File: config.mk
export PLATFORM = sky130hd
export DESIGN_NAME = ft_route_port
export DESIGN_NICKNAME = d
export VERILOG_FILES = /design/src/rtl/ft_route_pkg.sv /design/src/rtl/ft_route_decide.sv /design/src/rtl/ft_route_track.sv /design/src/rtl/ft_route_steer.sv /design/src/rtl/ft_route_port.sv
export SDC_FILE = /design/constraint.sdc
export NUM_CORES = 1
export LEC_CHECK = 0
export BUFFER_PORTS_ARGS = -buffer_cell sky130_fd_sc_hd__buf_2
export CORE_AREA = 2 2 39 41
export CTS_CLUSTER_SIZE = 30
export DETAILED_ROUTE_END_ITERATION = 6
export DIE_AREA = 0 0 41 43
export GPL_TIMING_DRIVEN = 0
export PLACE_DENSITY = 0.59
export SYNTH_ARGS = -nofsm -noshare
export SYNTH_HDL_FRONTEND = slang
export SYNTH_SLANG_ARGS = --single-unit
File: constraint.sdc
create_clock -name clk -period 1.15 [get_ports clk]
set_input_delay 0.2875 -clock clk [delete_from_list [all_inputs] [get_ports clk]]
set_output_delay 0.2875 -clock clk [all_outputs]
set_load 0.05 [all_outputs]
File: src/rtl/ft_route_pkg.sv
package ft_route_pkg;
    typedef enum logic {
        CH_A = 1'b0,
        CH_B = 1'b1
    } chan_e;

    typedef struct packed {
        logic  open;
        chan_e route;
    } track_s;
endpackage

File: src/rtl/ft_route_decide.sv
module ft_route_decide
    import ft_route_pkg::*;
#(
    parameter int N_ROWS = 4,
    parameter int ROW    = 1,
    parameter int COL    = 5,
    parameter bit IS_UP  = 1'b1
) (
    input  logic [N_ROWS-1:0] daddr,
    output chan_e             pick
);
    localparam int AW = N_ROWS;
    localparam logic [AW-1:0] LOW_MASK  = AW'((1 << ROW) - 1);
    localparam logic [AW-1:0] COL_BASE  = AW'(COL) & ~LOW_MASK;
    localparam logic [AW-1:0] REACH_LO  = COL_BASE << 1;
    localparam logic [AW-1:0] HI_MASK   = ~AW'((1 << (ROW + 1)) - 1);
    localparam logic [AW-1:0] DIR_MASK  = AW'(1 << ROW);

    generate
        if (IS_UP) begin : g_up
            logic summit;
            // summit: destination high bits match the subtree's first client
            assign summit = ((daddr & HI_MASK) == (REACH_LO & HI_MASK));
            assign pick   = summit ? CH_B : CH_A;
        end else begin : g_down
            assign pick = ((daddr & DIR_MASK) != '0) ? CH_B : CH_A;
        end
    endgenerate
endmodule

File: src/rtl/ft_route_track.sv
module ft_route_track
    import ft_route_pkg::*;
(
    input  logic  clk,
    input  logic  rst_n,
    input  logic  hdr,
    input  logic  accept,
    input  logic  eop,
    input  chan_e pick,
    output chan_e sel,
    output logic  open
);
    track_s st_d, st_q;

    always_comb begin
        st_d = st_q;
        if (accept) begin
            if (hdr) begin
                st_d.route = pick;
            end
            st_d.open = !eop;
        end
    end

    always_ff @(posedge clk) begin
        if (!rst_n) begin
            st_q <= '{open: 1'b0, route: CH_A};
        end else begin
            st_q <= st_d;
        end
    end

    assign sel  = hdr ? pick : st_q.route;
    assign open = st_q.open;
endmodule

File: src/rtl/ft_route_steer.sv
module ft_route_steer
    import ft_route_pkg::*;
#(
    parameter int DATA_W = 8,
    parameter int N_CH   = 2
) (
    input  logic              in_valid,
    input  logic              in_sop,
    input  logic              in_eop,
    input  logic [DATA_W-1:0] in_data,
    input  logic              open,
    input  chan_e             sel,
    input  logic [N_CH-1:0]   out_stall,
    output logic              in_stall,
    output logic              accept,
    output logic [N_CH-1:0]   out_valid,
    output logic              out_sop,
    output logic              out_eop,
    output logic [DATA_W-1:0] out_data
);
    logic head;

    assign head     = in_valid && (in_sop || open);
    assign in_stall = out_stall[sel];
    assign accept   = head && !in_stall;

    generate
        for (genvar i = 0; i < N_CH; i++) begin : g_ch
            assign out_valid[i] = accept && (int'(sel) == i);
        end
    endgenerate

    assign out_sop  = in_sop;
    assign out_eop  = in_eop;
    assign out_data = in_data;
endmodule

File: src/rtl/ft_route_port.sv
module ft_route_port
    import ft_route_pkg::*;
#(
    parameter int N_ROWS = 4,
    parameter int ROW    = 1,
    parameter int COL    = 5,
    parameter bit IS_UP  = 1'b1,
    parameter int DATA_W = 8
) (
    input  logic              clk,
    input  logic              rst_n,
    input  logic              in_valid,
    input  logic              in_sop,
    input  logic              in_eop,
    input  logic [DATA_W-1:0] in_data,
    output logic              in_stall,
    output logic [1:0]        out_valid,
    output logic              out_sop,
    output logic              out_eop,
    output logic [DATA_W-1:0] out_data,
    input  logic [1:0]        out_stall
);
    chan_e pick, sel;
    logic  open, accept, hdr;

    assign hdr = in_valid && in_sop;

    ft_route_decide #(
        .N_ROWS(N_ROWS), .ROW(ROW), .COL(COL), .IS_UP(IS_UP)
    ) u_decide (
        .daddr(in_data[N_ROWS-1:0]),
        .pick (pick)
    );

    ft_route_track u_track (
        .clk   (clk),
        .rst_n (rst_n),
        .hdr   (hdr),
        .accept(accept),
        .eop   (in_eop),
        .pick  (pick),
        .sel   (sel),
        .open  (open)
    );

    ft_route_steer #(.DATA_W(DATA_W), .N_CH(2)) u_steer (
        .in_valid (in_valid),
        .in_sop   (in_sop),
        .in_eop   (in_eop),
        .in_data  (in_data),
        .open     (open),
        .sel      (sel),
        .out_stall(out_stall),
        .in_stall (in_stall),
        .accept   (accept),
        .out_valid(out_valid),
        .out_sop  (out_sop),
        .out_eop  (out_eop),
        .out_data (out_data)
    );
endmodule

# After elaboration in Yosys (flattened, before gate mapping)
# Index checks and enable logic that the tools add are counted.
# totals
out_inout_bits,13
mem_bits_rw,0
mem_bits_ro,0
elab_cells,17
regBits,2
memories,0
latch_bits,0
# classes
n_addsub,0
n_reduce_logical,8
shifts,0
multipliers,0
mux,4
n_eq_ne,1
n_lt_le_gt_ge,1
div,0
bitwise,1
# op_table
op,count
$logic_and A1 B1 Y1,5
$mux W1,4
$eq A2 B2 Y1 const B,1
$logic_not A1 Y1,2
$lt A1 B2 Y1 const B,1
$logic_or A1 B1 Y1,1
$not A1 Y1,1

# Longest topological paths before layout
# logic_depth
ltp_word,8
ltp_mapped,4

# Hierarchy
# A second synthesis with hierarchy kept.
# unflattened
hier_cells,26
hier_area_um2,224.0
# modules_own_cells
module,cells_per_inst,area_each_um2,instances,seq_area_each_um2
ft_route_steer,15,113.9,1,0.0
ft_route_track,9,90.1,1,40.0
ft_route_decide,1,13.8,1,0.0
ft_route_port,1,6.3,1,0.0

# Least setup slack after synthesis
# No wires, ideal clock.
# synth_path
path_type,input to register
start,input in_sop
end,"register u_track.st_q, in the netlist u_track.open"
stages,4
arrival_time_ns,1.797
n_path_buf,0
slack_ns,-0.769
cell_sequence,and4b_1 -> nor4_2 -> o21ai_1 -> o311a_1
# synth_between
elab_chain_len,6
word_cells_on_any_way,8
cone_classes,mux: 3; reduce/logical: 5
# synth_lines
element,line,source
from (decl),ft_route_port.sv:13,"input logic in_sop,"
$logic_and A1 B1 Y1,ft_route_port.sv:26,assign hdr = in_valid && in_sop;
$mux W1,ft_route_track.sv:33,assign sel = hdr ? pick : st_q.route;
$mux W1 (not written as such) (2 in a row),ft_route_steer.sv:24,assign in_stall = out_stall[sel];
$logic_not A1 Y1,ft_route_steer.sv:25,assign accept = head && !in_stall;
$logic_and A1 B1 Y1 (*),ft_route_steer.sv:25,
to (signal assigned),ft_route_track.sv:27,"st_q <= '{open: 1'b0, route: CH_A};"
to (signal assigned),ft_route_track.sv:29,st_q <= st_d;
to (decl),ft_route_track.sv:13,"track_s st_d, st_q;"
# Mark *: on every way between the ends. The rest lies on a longest branch, timed or not. The select of a mux whose other input is x is not followed.
# A chain may end at the register's enable or synchronous reset.

# Worst setup path after layout
# layout_path
start,register u_track.st_q[0] (netlist bit)
end,output in_stall
# layout_between
elab_chain_len,3
# layout_lines
element,line,source
$mux W1,ft_route_track.sv:33,
$mux W1 (not written as such) (2 in a row),ft_route_steer.sv:24,
to (decl),ft_route_port.sv:16,"output logic in_stall,"
# Every way passes these cells. The select of a mux whose other input is x is not followed.

==> reports/metrics.sh <==
POST_SYNTH.CELL_AREA_AVG_UM2=8.508
WIRE_PER_INST_UM=9.493
FINAL_CORE_UTILIZATION=0.3156
MAXCLOCKFREQUENCY_MHz=635.8
CRITPATHBUFINV=1
CRIT_FANOUT=3
GRT_SETUP_UNREPAIRED='true'
SYNTHTOLAYOUTAREAGROWTH_PCT=105.3
PIN_COUNT_OF_THE_BIGGEST_NET_ENTERING_GLOBAL_ROUTING=6
YOSYSSEQAREASHARE=0.1882
CLK_TRANSITION_REPORTED_PATHS_NS=0.03
AVG_VIAS_PER_CELL=4.045
FIRST_PASS_GRT_WIRE_LENGTH_UM=883
N_ANTENNA_CELL=0
POWER_DENSITY_nW_PER_UM2=934.4
POSTSYNTHNETCOUNT=40
TRITONCTS_NUM_SINKS=2
MAX-VDD-IR-DROP_mV=0.2877
MIN_PERIOD_NS=1.573
DRT_ITER0_DRC=0
REPORT.FINAL.SLEW_VIOL_COUNT=0
CRIT_TYPE='reg2out'
CTS.PATH.MAX_BUFFERS=2
INSTANCES_NO_FILL=67
DIE_AREA_UM2=1763
PLACE.DETAILED.INSTANCES=62
MAX_H_TREE_LEVEL=1
CPLARGESTDELAYFAMILY='flip-flops'
ROUTED_WL_UM=636
PERIOD_SHARE=1.368
WORSTSETUPENDPOINTTYPE='output port'
CLOCK_TREE_FROM_TRITONCTS='built'
ACTUAL_SLEW_AT_THE_WORST_MAX_SLEW_PIN_NS=0.2453
CTS_INSERTED_BUFFERS=3
GRT_PASS1_VIAS=234
WORST_PATH_LARGEST_CELL_DELAY_NS=0.32
LAYOUT_NET_COUNT=68
NUMBER_OF_DESIGN_RULE_VIOLATIONS_LEFT_AFTER_DETAIL_ROUTING=0
SYNTHCELLS=25
YOSYSTOPAREACELL='buf_4'
WORSTPATHARRIVAL_NS=1.29
STATIC-LEAKAGE-POWER_nW=0.2317
YS_TOP_CELLS_BY_AREA='buf_4, dfxtp_1, nor4_2'
TIMING.MAX_SLEW.REL_SLACK=0.8353
TIMING.FINAL.WS_SETUP_NS=-0.4227
CORE_AREA_UM2=1384
POST-SYNTH-TOP-AREA-FRACTION=0.3529
CRIT_REQUIRED_NS=0.86
NUM_VIAS=271
HOLD_PATH_CLASS='in2reg'
YS_FF_LATCH=2
CLOCK_INSERTION_DELAY_WORST_SKEW_NS=0.22
CRITICAL-PATH-SLOWEST-CELL='dfxtp_2'
FINAL-HOLD-VIOLATION-COUNT=0
CAP_VIOL_MAX_COUNT=0
TOTALPOWERFINAL_W=0.0004080
GLOBALROUTEOVERFLOWTOTAL=0
PLACEMENT_ROWS=14
SETUP_SKEW_AFTER_LAYOUT_NS=0.0004199
SYNTH-WARNING-COUNT=0
DRT-PASS1-ITER-COUNT=1
SETUP_VIOL_COUNT_FINAL=4
OUTCOME='finished, violations left'
SYNTH_CELL_TYPES=13
DIE_Y_UM=43
IO_PINS=28
DRIVE_ABOVE_1_SHARE=0.9020
LAYOUT_COMMON_CELLS='buf_2, buf_4, clkbuf_4'
GP_ROUTABILITY_CONGESTION=0.5572
ANTENNA_VIOLATIONS_BEFORE_REPAIR=0
GRTUSAGETOTAL=0.08408
DRT.ANTENNA.VIOLATING_NETS=0
WORST_SETUP_PATH_START_KIND='register'
FAILING_CHECKS='negative setup slack'
INITIAL_UTIL=0.1537
CRITICAL_PATH_CELL_BY_CELL='a21boi_4 -> nor2_2 -> mux2_4 -> buf_8'
POST_SYNTH_INSTANCE_AREA_UM2=212.7
FINAL_COMMON_CELL='buf_2'
ROOT_BUFFER='clkbuf_4'
DIE_WIDTH_UM=41
IO_BUFFERS=21
[flip-flops by register name (all words and copies together) (netlist names)]
name / cells
u_track.open: 1
u_track.st_q: 1
[final timing paths]
kind                            cells past startpoint             from              end  slack, ns
worst max-delay path                                4  u_track.st_q[0]         in_stall      -0.42
worst min-delay path                                3            rst_n  u_track.st_q[0]       0.32
worst max register to register                      5  u_track.st_q[0]     u_track.open      -0.06
worst min register to register                      1     u_track.open     u_track.open       0.53
[Yosys cell counts, drive strengths merged]
| master | instances |
|---|---|
| o311a | 1 |
| mux2 | 1 |
| dfxtp | 2 |
| and4b | 1 |
| nand2 | 2 |
| o21ai | 3 |
| buf | 10 |
| and2b | 1 |
| nor4 | 1 |
| nor2 | 1 |
| a21boi | 1 |
| o221a | 1 |
[cell families after synthesis]
logic type             share of synthesized area
AND/OR/NAND/NOR                           0.2000
buffers and inverters                     0.3529
flip-flops                                0.1882
multiplexers                             0.05294
AO/OA/AOI/OAI                             0.2059
[per-layer routing]
metal / part of all wire / GRT usage / up-vias
li1: - / - / 136
met4: 0 / 0.1000 / 0
met3: 0.079 / 0.04712 / 0
met1: 0.31 / 0.07643 / 121
met5: 0 / 0 / -
met2: 0.61 / 0.1125 / 14
[cell type report]
| cell class | instances | area, um^2 |
|---|---|---|
| Buffer | 10 | 75.07 |
| Fill cell | 152 | 947.2 |
| Tap cell | 16 | 20.02 |
| Clock buffer | 3 | 22.52 |
| Multi-Input combinational cell | 13 | 132.6 |
| Timing Repair Buffer | 23 | 145.1 |
| Sequential cell | 2 | 41.29 |
[metrics by stage]
stage | setup TNS [ns] | instance area (um^2) | hold WS, ns | setup slack, ns
after floorplan | -1.527 | 221.5 | 0.3961 | -0.4057
after global placement | -1.595 | 346.6 | 0.4599 | -0.4548
after detailed placement | -1.643 | 346.6 | 0.4678 | -0.4652
after CTS | -1.166 | 414.1 | 0.3071 | -0.4185
after global routing | -1.357 | 436.7 | 0.3346 | -0.4655
final | -1.154 | 436.7 | 0.3241 | -0.4227
[worst register-to-register path: stages, from the launching register on]
cell and delay [ns]:
dfxtp_2 0.31, a21boi_4 0.15, nor4_4 0.31, buf_4 0.18, o21ai_2 0.05, o311a_1 0.10
[timing repair]
| item | in CTS | in global routing |
|---|---|---|
| pin swaps | 2 | 3 |
| hold buffers | 0 | 0 |
| buffers inserted | 0 | 2 |
| cloned | 0 | 0 |
| resized for setup | 14 | 4 |
| setup endpoints to repair | 4 | 5 |
[where the power goes]
part | switching (W) | internal (W) | leakage (nW) | total [W]
sequential | 0.00000169 | 0.0000726 | 0.0168 | 0.0000743
clock | 0.0000340 | 0.000115 | 0.0138 | 0.000149
combinational | 0.000116 | 0.0000691 | 0.201 | 0.000185
total | 0.000152 | 0.000256 | 0.232 | 0.000408
Power figures use the tool's default switching activity.
